`src/rtl/mode_timer_pkg.sv`:
```
package mode_timer_pkg;
  typedef enum logic [1:0] {
    ST_IDLE    = 2'd0,
    ST_CHOOSE  = 2'd1,
    ST_RUNON   = 2'd2,
    ST_RESTART = 2'd3
  } tmr_state_e;
endpackage

```
`src/rtl/mt_counter.sv`:
```
module mt_counter #(
  parameter int CNT_W = 8
) (
  input  logic             clk,
  input  logic             rst,
  input  logic             clr_i,
  input  logic             inc_i,
  output logic [CNT_W-1:0] cnt_o
);
  localparam logic [CNT_W-1:0] ONE = {{(CNT_W-1){1'b0}}, 1'b1};

  logic [CNT_W-1:0] cnt_q;

  always_ff @(posedge clk) begin
    if (rst || clr_i) begin
      cnt_q <= '0;
    end else if (inc_i) begin
      cnt_q <= cnt_q + ONE;
    end
  end

  assign cnt_o = cnt_q;


  inc_step_chk: assert property (@(posedge clk) disable iff (rst)
    (!clr_i && inc_i) |=> (cnt_o == $past(cnt_o) + ONE));


  hold_step_chk: assert property (@(posedge clk) disable iff (rst)
    (!clr_i && !inc_i) |=> $stable(cnt_o));


  clear_wins_chk: assert property (@(posedge clk) disable iff (rst)
    (clr_i && inc_i) |=> (cnt_o == '0));
endmodule

```
`src/rtl/mt_term_detect.sv`:
```
module mt_term_detect #(
  parameter int CNT_W = 8
) (
  input  logic             running_i,
  input  logic             en_i,
  input  logic [CNT_W-1:0] cnt_i,
  input  logic [CNT_W-1:0] term_i,
  output logic             hit_o
);
  always_comb begin
    hit_o = running_i && en_i && (cnt_i == term_i);
  end
endmodule

```
`src/rtl/mt_ctrl.sv`:
```
module mt_ctrl
  import mode_timer_pkg::*;
(
  input  logic       clk,
  input  logic       rst,
  input  logic       start_i,
  input  logic       mode_sel_i,
  input  logic       hit_i,
  output tmr_state_e state_o,
  output logic       running_o,
  output logic       clr_o,
  output logic       pulse_o
);
  tmr_state_e state_q, state_d;
  logic       pend_q;
  logic       pulse_q;
  logic       permit;

  always_comb begin
    state_d = state_q;
    case (state_q)
      ST_IDLE:    if (start_i) state_d = ST_CHOOSE;
      ST_CHOOSE:  if (hit_i) state_d = pend_q ? ST_RESTART : ST_RUNON;
      ST_RUNON,
      ST_RESTART: if (hit_i) state_d = ST_CHOOSE;
      default:    state_d = ST_IDLE;
    endcase
  end

  // Permission comes from registered state only; the match is same-cycle.
  always_comb begin
    permit = ((state_q == ST_CHOOSE) && pend_q) || (state_q == ST_RESTART);
    clr_o  = (state_q == ST_IDLE) || (hit_i && permit);
  end

  always_ff @(posedge clk) begin
    if (rst) begin
      state_q <= ST_IDLE;
      pend_q  <= 1'b0;
      pulse_q <= 1'b0;
    end else begin
      state_q <= state_d;
      pulse_q <= hit_i;
      if (state_q == ST_IDLE || state_q == ST_CHOOSE) begin
        pend_q <= mode_sel_i;
      end
    end
  end

  assign state_o   = state_q;
  assign running_o = (state_q != ST_IDLE);
  assign pulse_o   = pulse_q;


  reset_state_chk: assert property (@(posedge clk)
    rst |=> (state_o == ST_IDLE && !pulse_o));


  idle_wait_chk: assert property (@(posedge clk) disable iff (rst)
    (state_o == ST_IDLE && !start_i) |=> (state_o == ST_IDLE));


  choose_restart_chk: assert property (@(posedge clk) disable iff (rst)
    (state_o == ST_CHOOSE && hit_i && pend_q) |=> (state_o == ST_RESTART));


  choose_runon_chk: assert property (@(posedge clk) disable iff (rst)
    (state_o == ST_CHOOSE && hit_i && !pend_q) |=> (state_o == ST_RUNON));


  back_to_choose_chk: assert property (@(posedge clk) disable iff (rst)
    ((state_o == ST_RUNON || state_o == ST_RESTART) && hit_i)
      |=> (state_o == ST_CHOOSE));


  pulse_follow_chk: assert property (@(posedge clk) disable iff (rst)
    hit_i |=> pulse_o);
endmodule

```
`src/rtl/mode_timer.sv`:
```
module mode_timer
  import mode_timer_pkg::*;
#(
  parameter int CNT_W = 8
) (
  input  logic             clk,
  input  logic             rst,
  input  logic             start,
  input  logic             cnt_en,
  input  logic [CNT_W-1:0] term_val,
  input  logic             mode_sel,
  output logic [CNT_W-1:0] count,
  output logic             tc_pulse,
  output logic [1:0]       state
);
  localparam logic [CNT_W-1:0] STEP = {{(CNT_W-1){1'b0}}, 1'b1};

  tmr_state_e       fsm_state;
  logic             running;
  logic             hit;
  logic             clr;
  logic [CNT_W-1:0] cnt;

  mt_term_detect #(.CNT_W(CNT_W)) u_detect (
    .running_i (running),
    .en_i      (cnt_en),
    .cnt_i     (cnt),
    .term_i    (term_val),
    .hit_o     (hit)
  );

  mt_ctrl u_ctrl (
    .clk        (clk),
    .rst        (rst),
    .start_i    (start),
    .mode_sel_i (mode_sel),
    .hit_i      (hit),
    .state_o    (fsm_state),
    .running_o  (running),
    .clr_o      (clr),
    .pulse_o    (tc_pulse)
  );

  mt_counter #(.CNT_W(CNT_W)) u_counter (
    .clk   (clk),
    .rst   (rst),
    .clr_i (clr),
    .inc_i (cnt_en),
    .cnt_o (cnt)
  );

  assign count = cnt;
  assign state = fsm_state;


  runon_no_clear_chk: assert property (@(posedge clk) disable iff (rst)
    (state == 2'd2 && hit) |=> (count == $past(count) + STEP));


  restart_clear_chk: assert property (@(posedge clk) disable iff (rst)
    (state == 2'd3 && hit) |=> (count == '0));


  idle_zero_chk: assert property (@(posedge clk) disable iff (rst)
    (state == 2'd0) |=> (count == '0));
endmodule

```
`config.mk`:
```
export PLATFORM = sky130hd
export DESIGN_NAME = mode_timer
export DESIGN_NICKNAME = d
export VERILOG_FILES = /design/src/rtl/mode_timer_pkg.sv /design/src/rtl/mt_counter.sv /design/src/rtl/mt_term_detect.sv /design/src/rtl/mt_ctrl.sv /design/src/rtl/mode_timer.sv
export SDC_FILE = /design/constraint.sdc
export NUM_CORES = 1
export LEC_CHECK = 0
export ABC_CLOCK_PERIOD_IN_PS = 2000
export BUFFER_PORTS_ARGS = -buffer_cell sky130_fd_sc_hd__clkbuf_2
export CAP_MARGIN = 20
export CORE_MARGIN = 2
export CORE_UTILIZATION = 25
export CTS_CLUSTER_DIAMETER = 40
export DETAILED_ROUTE_END_ITERATION = 8
export GPL_ROUTABILITY_DRIVEN = 0
export GPL_TIMING_DRIVEN = 0
export PLACE_DENSITY_LB_ADDON = 0.15
export SLEW_MARGIN = 20
export SYNTH_ARGS = -nofsm -noshare
export SYNTH_HDL_FRONTEND = slang
export SYNTH_SLANG_ARGS = --single-unit
```
`constraint.sdc`:
```
create_clock -name clk -period 2 [get_ports clk]
set_clock_uncertainty 0.1 [all_clocks]
set_input_delay 0.2 -clock clk [delete_from_list [all_inputs] [get_ports clk]]
set_output_delay 0.2 -clock clk [all_outputs]
set_load 0.02 [all_outputs]
```
# Word-level counts from Yosys, hierarchy flattened
# Cells that the tools add are included.
# Widths: inputs -> output; s select.
# classes
addsub	1
n_eq_ne	7
muxes	5
n_reduce_logical	12
# ops
cell	count
$add 8x1->8 const B	1
$eq 8x8->1	1
$mux 2	3
$pmux 2 s3	1
$eq 2x2->1 const B	2
$logic_and 1x1->1	4
$logic_or 1x1->1	4
$ne 2x1->1 const B	2
$reduce_and 3->1	1
$eq 2x1->1 const B	1
$logic_not 2->1	1
$ne 2x2->1 const B	1
$reduce_bool 2->1	1
$reduce_or 2->1	1
$mux 1	1
# totals
ff_bits	12
in_bits	13
out_inout_bits	11
word_cells	29

# Logic depth before layout (Yosys ltp)
# Gate-level depths: netlist of the first run.
# logic_depth
word_depth	6
ltp_mapped	5
mapped_depth_nobuf	5

# By module
# A second synthesis of the first run with hierarchy kept.
# unflattened
cells_unflattened	66
area_unflattened_um2	609.3
# modules_own_cells
module	n_inst	cells_per_inst	area_each_um2	seq_area_each_um2
mt_counter	1	38	345.3	160.2
mt_ctrl	1	16	167.7	80.1
mt_term_detect	1	12	96.3	0.0

# Worst setup path before layout of the first run
# OpenSTA, ideal clock, no wires.
# synth_timing
kind	reg-to-reg
from	register u_ctrl.state_q[1], in the netlist u_ctrl.state_o[1]
to	register u_counter.cnt_q[0], in the netlist u_counter.cnt_o[0]
setup_ns	0.149
t_arrival_ns	1.653
t_required_ns	1.751
setup_slack_ns	0.098
path_stages_with_launch	6
period_less_slack_ns	1.902
path_cell_list	dfxtp_1 buf_2 o21ai_0 or4_4 nor4_4 nor3_1
# synth_via
elab_chain_cells	6
# synth_lines
element	line	text
start, declared	mt_ctrl.sv:14	tmr_state_e state_q, state_d;
start signal, assigned	mt_ctrl.sv:42	state_q <= state_d;
$eq 2x1->1 or $reduce_bool 2->1 (tied branches)	mt_ctrl.sv:32, mt_ctrl.sv:51	
$logic_and 1x1->1, on equally long branches	mt_ctrl.sv:32, mt_term_detect.sv:11	
$logic_or 1x1->1 or $logic_and 1x1->1 (tied branches)	mt_ctrl.sv:32, mt_term_detect.sv:11	
$logic_and 1x1->1	mt_ctrl.sv:33	clr_o = (state_q == ST_IDLE) || (hit_i && permit);
$logic_or 1x1->1 *	mt_ctrl.sv:33	
$logic_or 1x1->1 *	mt_counter.sv:15	if (rst || clr_i) begin
end signal, assigned	mt_counter.sv:18	cnt_q <= cnt_q + ONE;
end, declared	mt_counter.sv:12	logic [CNT_W-1:0] cnt_q;
# Every way passes the cells marked *; elsewhere a longest branch is shown, timed or not.
# A chain may end at the register's enable or synchronous reset.

# Worst setup path in the final report of the first run
# layout_timing
from	register u_counter.cnt_q[6], in the netlist u_counter.cnt_o[6]
to	register u_counter.cnt_q[1], in the netlist u_counter.cnt_o[1]
# layout_via
elab_chain_cells	5
# layout_lines
element	line	text
$eq 8x8->1	mt_term_detect.sv:11	hit_o = running_i && en_i && (cnt_i == term_i);
$logic_and 1x1->1	mt_term_detect.sv:11	
$logic_and 1x1->1	mt_ctrl.sv:33	
$logic_or 1x1->1	mt_ctrl.sv:33	
$logic_or 1x1->1	mt_counter.sv:15	
# Every way passes these cells.

==> flow_summary.yaml, run 1 <==
clock_tree:
  ctsRootBufferMaster: "sky130_fd_sc_hd__clkbuf_4"
  cts_num_sinks: 12
  maximum_level_of_the_cts_h_tree: 1
  clock_tree.buffer_depth: 2
  cts.clk_slew.worst_paths_ns: 0.08
  cts_buffers: 3
  worstSkewPairLatency_ns: 0.27
  tritoncts: "done"
timing:
  layout_min_cycle_time_ns: 1.873
  worstMarginPinSlew_ns: 0.9929
  fmaxAchievable_ghz: 0.5339
  drv_slew: 0
  min_period_over_period: 0.9365
  timing.final.setup_violations: 0
  maxSlewHeadroom: 0.3311
  fin_hold_ws_ns: 0.05936
  timing_hold_violations_final: 0
  timing.setup.tns_ns: 0
  rsz0062_at_grt: "no"
place:
  postPlaceCellArea_um2: 794.5
  hpwl_um: 1196
  placed_cells: 124
  port_buffers: 22
synth:
  syn_avg_cell_area_um2: 8.984
  synth-seq-cells: 12
  synth_cell_types: 21
  yosysTopAreaCellShare: 0.3714
  syn_nets: 86
  synth_top_cell_by_area: "sky130_fd_sc_hd__dfxtp_1"
  yosysSeqAreaShare: 0.3714
  synth.cell_area_um2: 646.9
  yosys-top-cells-area: "sky130_fd_sc_hd__dfxtp_1 (37%), sky130_fd_sc_hd__xnor2_1 (12%), sky130_fd_sc_hd__xor2_1 (8.1%), sky130_fd_sc_hd__nor3_1 (7.7%), sky130_fd_sc_hd__mux2i_1 (4.6%)"
  cell_count_after_synthesis: 72
  ys.warnings.count: 0
status:
  status: "completed"
drt:
  drtAntennaViolNets: 0
  post_drt_via_cell_ratio: 4.515
  wl_per_cell_um: 11.76
  detail_route.iter0.violations: 10
  topRoutingLayerUsed: "met4"
  total_number_of_vias: 587
  route.met3.wl_um: 87
  wl_um: 1529
  drt_drc_violations_left: 0
  detail_route.wirelength.met1_um: 728
  met2_length_um: 703
  detailedRoute.firstPassIterationCount: 4
global_routing:
  grt_overflow: 0
  grt_antenna_before_repair: 0
  via_count_of_the_first_global_routing_pass: 520
  largest_net_degree_at_the_start_of_global_routing: 9
  track_usage: 0.1136
  grt_first_pass_wirelength_um: 2318
min_path:
  hp-class: "input pin to flip-flop"
setup_path:
  cp_cell_sequence: "xor2_1 > or4_4 > nor4_4 > buf_6 > nor3_1"
  critical-path-top-delay-family: "simple AND/OR/NAND/NOR gates"
  timing.critical_path.to_type: "flip-flop"
  worst_ep_arrival_time_ns: 1.89
  timing.critical_path.required_ns: 2.02
  cp_max_fo: 8
  worst_setup_path_start_kind: "flip-flop"
  cpMaxStageDelayCell: "sky130_fd_sc_hd__or4_4"
  critical_path.max_stage_delay_ns: 0.57
  timing_worst_setup_path_type: "flip-flop to flip-flop"
  cp.buffers_inverters: 1
floorplanning:
  fp.dieW_um: 54.87
  placeableCoreArea_um2: 2455
  top_level_ports: 24
  die_h_um: 54.87
  die_footprint_um2: 3010
  rows: 18
  start_util: 0.2635
final_layout:
  antenna_cell_count: 0
  fillerInstances: 269
  finish.net_count: 115
  flow.area_growth_from_synthesis_pct: 32.88
  final_cell_count_no_fill: 130
  fin_area_um2: 859.6
  post_route_cells_drive_above_1_share: 0.3400
pwr:
  net_switching_power_uw: 118.6
  pwr-share-seq: 0.499
  cellInternalPower_uw: 377.9
  power.static_leakage_uw: 0.0003418
  combinational_group_share_of_total_power: 0.107
  power.clock.fraction: 0.394
  report.power.total_uw: 496.5
  switching_share: 0.2389
  power.ir.vdd_worst_v: 0.0002342
  cellPowerDensity_nw_per_um2: 577.6
flow_run:
  drv_cap: 0
==> state kept, by name, summed over array words and instances (netlist names) <==
register	cells
u_counter.cnt_o	8
u_ctrl.state_o	2
u_ctrl.pend_q	1
u_ctrl.pulse_o	1
==> layer usage <==
| layer | GRT usage | up-vias |
|---|---|---|
| li1 | - | 311 |
| met1 | 0.1440 | 261 |
| met2 | 0.1706 | 13 |
| met3 | 0.02459 | 2 |
| met4 | 0.07500 | 0 |
| met5 | 0 | - |
==> power groups by stage <==
stage / logic, uW / clock network (uW) / registers [uW]
floorplan: 27.9 / 0 / 255
global placement: 51.3 / 0 / 253
detailed placement: 51.7 / 0 / 253
CTS: 53.7 / 208 / 248
global route: 58.6 / 216 / 248
finish: 53.3 / 196 / 248
==> cell type report <==
| cell class | instances | area (um^2) | share of cell area |
|---|---|---|---|
| multi-input cells | 56 | 395.4 | 0.4600 |
| flip-flops and latches | 12 | 241.5 | 0.2809 |
| repair buffers | 24 | 131.4 | 0.1528 |
| well taps | 30 | 37.54 | 0.04367 |
| clock buffers | 4 | 36.28 | 0.04221 |
| plain buffers | 2 | 10.01 | 0.01164 |
| inverters | 2 | 7.507 | 0.008734 |
==> cell usage after synthesis (all sizes together) <==
cell type and n:
inv 2, a21oi 1, o21ai 3, nor3 10, nand2 5, buf 2, xor2 6, nand3 4
and2 1, ha 1, or4 1, mux2i 3, o31a 1, nor2 4, xnor2 9, nor4 1
dfxtp 12, nor4b 1, a311oi 1, or3 1, nand4 3
==> stage by stage <==
stage | utilization | setup slack [ns]
after floorplan | - | 0.09778
after global placement | 0.3236 | 0.003207
after detailed placement | 0.3236 | -0.01519
after CTS | 0.3456 | 0.07941
after global routing | 0.3502 | 0.03413
final | 0.3502 | 0.1270
==> worst min-delay path: cells and delay by family <==
kind,cells,cell delay [ns]
buf+inv,1,0.08
simple gates,1,0.07
mux,1,0.05
==> path summary, 6_finish.rpt <==
kind	from	endpoint	slack, ns	cells past startpoint
setup reg to reg	u_counter.cnt_o[6]	u_counter.cnt_o[1]	0.13	5
hold reg to reg	u_ctrl.pend_q	u_ctrl.pend_q	0.44	2
setup / recovery	u_counter.cnt_o[6]	u_counter.cnt_o[1]	0.13	5
hold / removal	mode_sel	u_ctrl.pend_q	0.06	3
==> timing repair <==
item	CTS	global route
hold buffers	1	0
resized for setup	0	4
hold endpoints to repair	2	0
setup buffers	1	0
pin swaps	1	0
setup endpoints to repair	8	8
==> cell usage in the layout (no fill, tap or decap), drive strengths merged, types with 2 or more instances in the layout <==
| cell | n |
|---|---|
| o21ai | 3 |
| nand4 | 3 |
| nand2 | 5 |
| buf | 3 |
| nor2 | 4 |
| nor3 | 10 |
| dfxtp | 12 |
| clkbuf | 26 |
| mux2i | 3 |
| inv | 2 |
| xor2 | 6 |
| xnor2 | 9 |
| nand3 | 4 |
==> kinds of logic (layout without fill, tap and decap cells) <==
| kind of cell | after synthesis | in the layout | share of synthesized area |
|---|---|---|---|
| and+or+nand+nor | 31 | 31 | 0.2747 |
| AOI/OAI and AO/OA | 6 | 6 | 0.05802 |
| adders and majority gates | 1 | 1 | 0.01934 |
| buffers and inverters | 4 | 32 | 0.02708 |
| muxes | 3 | 3 | 0.04642 |
| DFF | 12 | 12 | 0.3714 |
| xor gates and xnor gates | 15 | 15 | 0.2031 |
Power figures use the tool's default switching activity.
==> run 2: changes to the inputs <==
--- a/config.mk
+++ b/config.mk
@@ -8,8 +8,7 @@
 export ABC_CLOCK_PERIOD_IN_PS = 2000
 export BUFFER_PORTS_ARGS = -buffer_cell sky130_fd_sc_hd__clkbuf_2
 export CAP_MARGIN = 20
-export CORE_MARGIN = 2
-export CORE_UTILIZATION = 25
+export CORE_UTILIZATION = 46
 export CTS_CLUSTER_DIAMETER = 40
 export DETAILED_ROUTE_END_ITERATION = 8
 export GPL_ROUTABILITY_DRIVEN = 0
==> run 2 against run 1 <==
Compared with the run above: combinational power shrank 3%; cell count fell by 12%; global-route usage increased by 9.5 points; worst setup slack better by 0.0025 ns; largest power group unchanged; cell area decreased by 5.2%.
==> flow_summary.yaml, run 2 (synthesis results as in run 1) <==
global_routing:
  grt_antenna_before_repair: 0
  grt_first_pass_wirelength_um: 2111
  largest_net_degree_at_the_start_of_global_routing: 9
  track_usage: 0.2087
  via_count_of_the_first_global_routing_pass: 526
  grt_overflow: 0
final_layout:
  most_frequent_cells_in_the_layout: "sky130_fd_sc_hd__clkbuf_2 (22), sky130_fd_sc_hd__dfxtp_1 (11), sky130_fd_sc_hd__nor3_1 (10), sky130_fd_sc_hd__xnor2_1 (9), sky130_fd_sc_hd__xor2_1 (6)"
  final_cell_count_no_fill: 114
  fin_area_um2: 814.5
  flow.area_growth_from_synthesis_pct: 25.92
  post_route_cells_drive_above_1_share: 0.3333
  final_common_cell: "sky130_fd_sc_hd__clkbuf_2"
  finish.net_count: 115
  number_of_flip_flops_in_the_largest_register: 8
  antenna_cell_count: 0
pwr:
  power.static_leakage_uw: 0.0003342
  switching_share: 0.2460
  net_switching_power_uw: 109.4
  cellPowerDensity_nw_per_um2: 546.3
  cellInternalPower_uw: 335.5
  power.ir.vdd_worst_v: 0.0003659
  power.clock.fraction: 0.328
  combinational_group_share_of_total_power: 0.116
  pwr-share-seq: 0.556
setup_path:
  critical_path.max_stage_delay_ns: 0.48
  cp_max_fo: 4
  timing.critical_path.to_type: "flip-flop"
  cpMaxStageDelayCell: "sky130_fd_sc_hd__nor4b_1"
  cp.buffers_inverters: 0
  critical-path-top-delay-family: "simple AND/OR/NAND/NOR gates"
  timing_worst_setup_path_type: "flip-flop to flip-flop"
  timing.critical_path.required_ns: 2.04
  worst_ep_arrival_time_ns: 1.91
  cp_cell_sequence: "xor2_1 > or3_2 > nor4b_1 > a311oi_1"
  worst_setup_path_start_kind: "flip-flop"
clock_tree:
  tritoncts: "done"
  cts_num_sinks: 12
  cts_buffers: 3
  worstSkewPairLatency_ns: 0.27
  clock_tree.buffer_depth: 2
  ctsRootBufferMaster: "sky130_fd_sc_hd__clkbuf_4"
  cts.clk_slew.worst_paths_ns: 0.07
  maximum_level_of_the_cts_h_tree: 1
timing:
  drv_slew: 0
  worstMarginPinSlew_ns: 1.011
  timing.final.setup_violations: 0
  timing_hold_violations_final: 0
  postLayoutSetupSlackWorst_ns: 0.1295
  maxSlewHeadroom: 0.3190
  fin_hold_ws_ns: 0.01843
  min_period_over_period: 0.9352
  rsz0062_at_grt: "no"
  fmaxAchievable_ghz: 0.5346
  layout_min_cycle_time_ns: 1.870
drt:
  wl_per_cell_um: 12.71
  detail_route.iter0.violations: 17
  post_drt_via_cell_ratio: 5.605
  total_number_of_vias: 639
  drt_drc_violations_left: 0
  wl_um: 1449
  detailedRoute.firstPassIterationCount: 4
  drtAntennaViolNets: 0
place:
  hpwl_um: 1033
  postPlaceCellArea_um2: 775.7
  pre_cts_slack_ns: -0.01276
  port_buffers: 22
  placed_cells: 109
flow_run:
  drv_cap: 0
floorplanning:
  die_footprint_um2: 1560
  top_level_ports: 24
  fp.dieW_um: 39.50
  placeableCoreArea_um2: 1301
  die_h_um: 39.50
  start_util: 0.4971
  rows: 13
status:
  status: "completed"
min_path:
  hp-class: "input pin to flip-flop"
==> run 2: changes by cell type in the layout (fill, tap and decap cells not counted), sizes merged <==
cell         delta
clkbuf          -1
buf             +1
dlygate4sd3     -1
==> run 2: worst paths after layout <==
check / from / end / slack (ns) / cells after the start
max: u_counter.cnt_o[6] / u_ctrl.state_o[0] / 0.13 / 4
min: rst / u_ctrl.state_o[0] / 0.02 / 2
max reg2reg: u_counter.cnt_o[6] / u_ctrl.state_o[0] / 0.13 / 4
min reg2reg: u_ctrl.pend_q / u_ctrl.pend_q / 0.44 / 2
==> run 2: stage by stage <==
| stage | utilization | total power [uW] | TNS (ns) |
|---|---|---|---|
| 2_1_floorplan | - | 282.8 | 0 |
| 3_3_place_gp | 0.5962 | 302.5 | 0 |
| 3_5_place_dp | 0.5962 | 304.0 | -0.02176 |
| 4_1_cts | 0.6250 | 449.8 | 0 |
| 5_1_grt | 0.6260 | 463.7 | 0 |
| 6_report | 0.6260 | 445.0 | 0 |
==> run 2: power groups by stage <==
| stage | clock (uW) | combinational (uW) | sequential (uW) |
|---|---|---|---|
| after floorplan | 0 | 27.9 | 255 |
| after global placement | 0 | 49.7 | 253 |
| after detailed placement | 0 | 51.0 | 253 |
| after CTS | 151 | 51.3 | 247 |
| after global routing | 159 | 56.6 | 248 |
| final | 146 | 51.5 | 248 |
==> run 2: what timing repair did <==
| action | in CTS | in global routing |
|---|---|---|
| hold buffers | 0 | 0 |
| gates resized for setup | 0 | 1 |
| buffers inserted | 2 | 0 |
| pin swaps | 1 | 1 |
| endpoints found under the setup margin | 7 | 7 |
==> run 2: layout make-up <==
class	count	area (um^2)
Sequential cell	12	241.5
Buffer	2	10.01
Fill cell	121	486.7
Multi-Input combinational cell	56	389.1
Inverter	2	7.507
Timing Repair Buffer	24	125.1
Tap cell	15	18.77
Clock buffer	3	22.52
==> run 2: worst reg2reg max path, cell delays in order, from the launching register on <==
cell                       delay [ns]
sky130_fd_sc_hd__dfxtp_1         0.35
sky130_fd_sc_hd__xor2_1          0.19
sky130_fd_sc_hd__or3_2           0.47
sky130_fd_sc_hd__nor4b_1         0.48
sky130_fd_sc_hd__a311oi_1        0.16
==> run 2: metal layers <==
layer  wire length [um]  up-vias  global-route usage
li1                   -      311                   -
met1                652      309              0.2260
met2                709       17              0.3566
met3                 77        2              0.1023
met4                 10        0             0.05172
met5                  0        -                   0
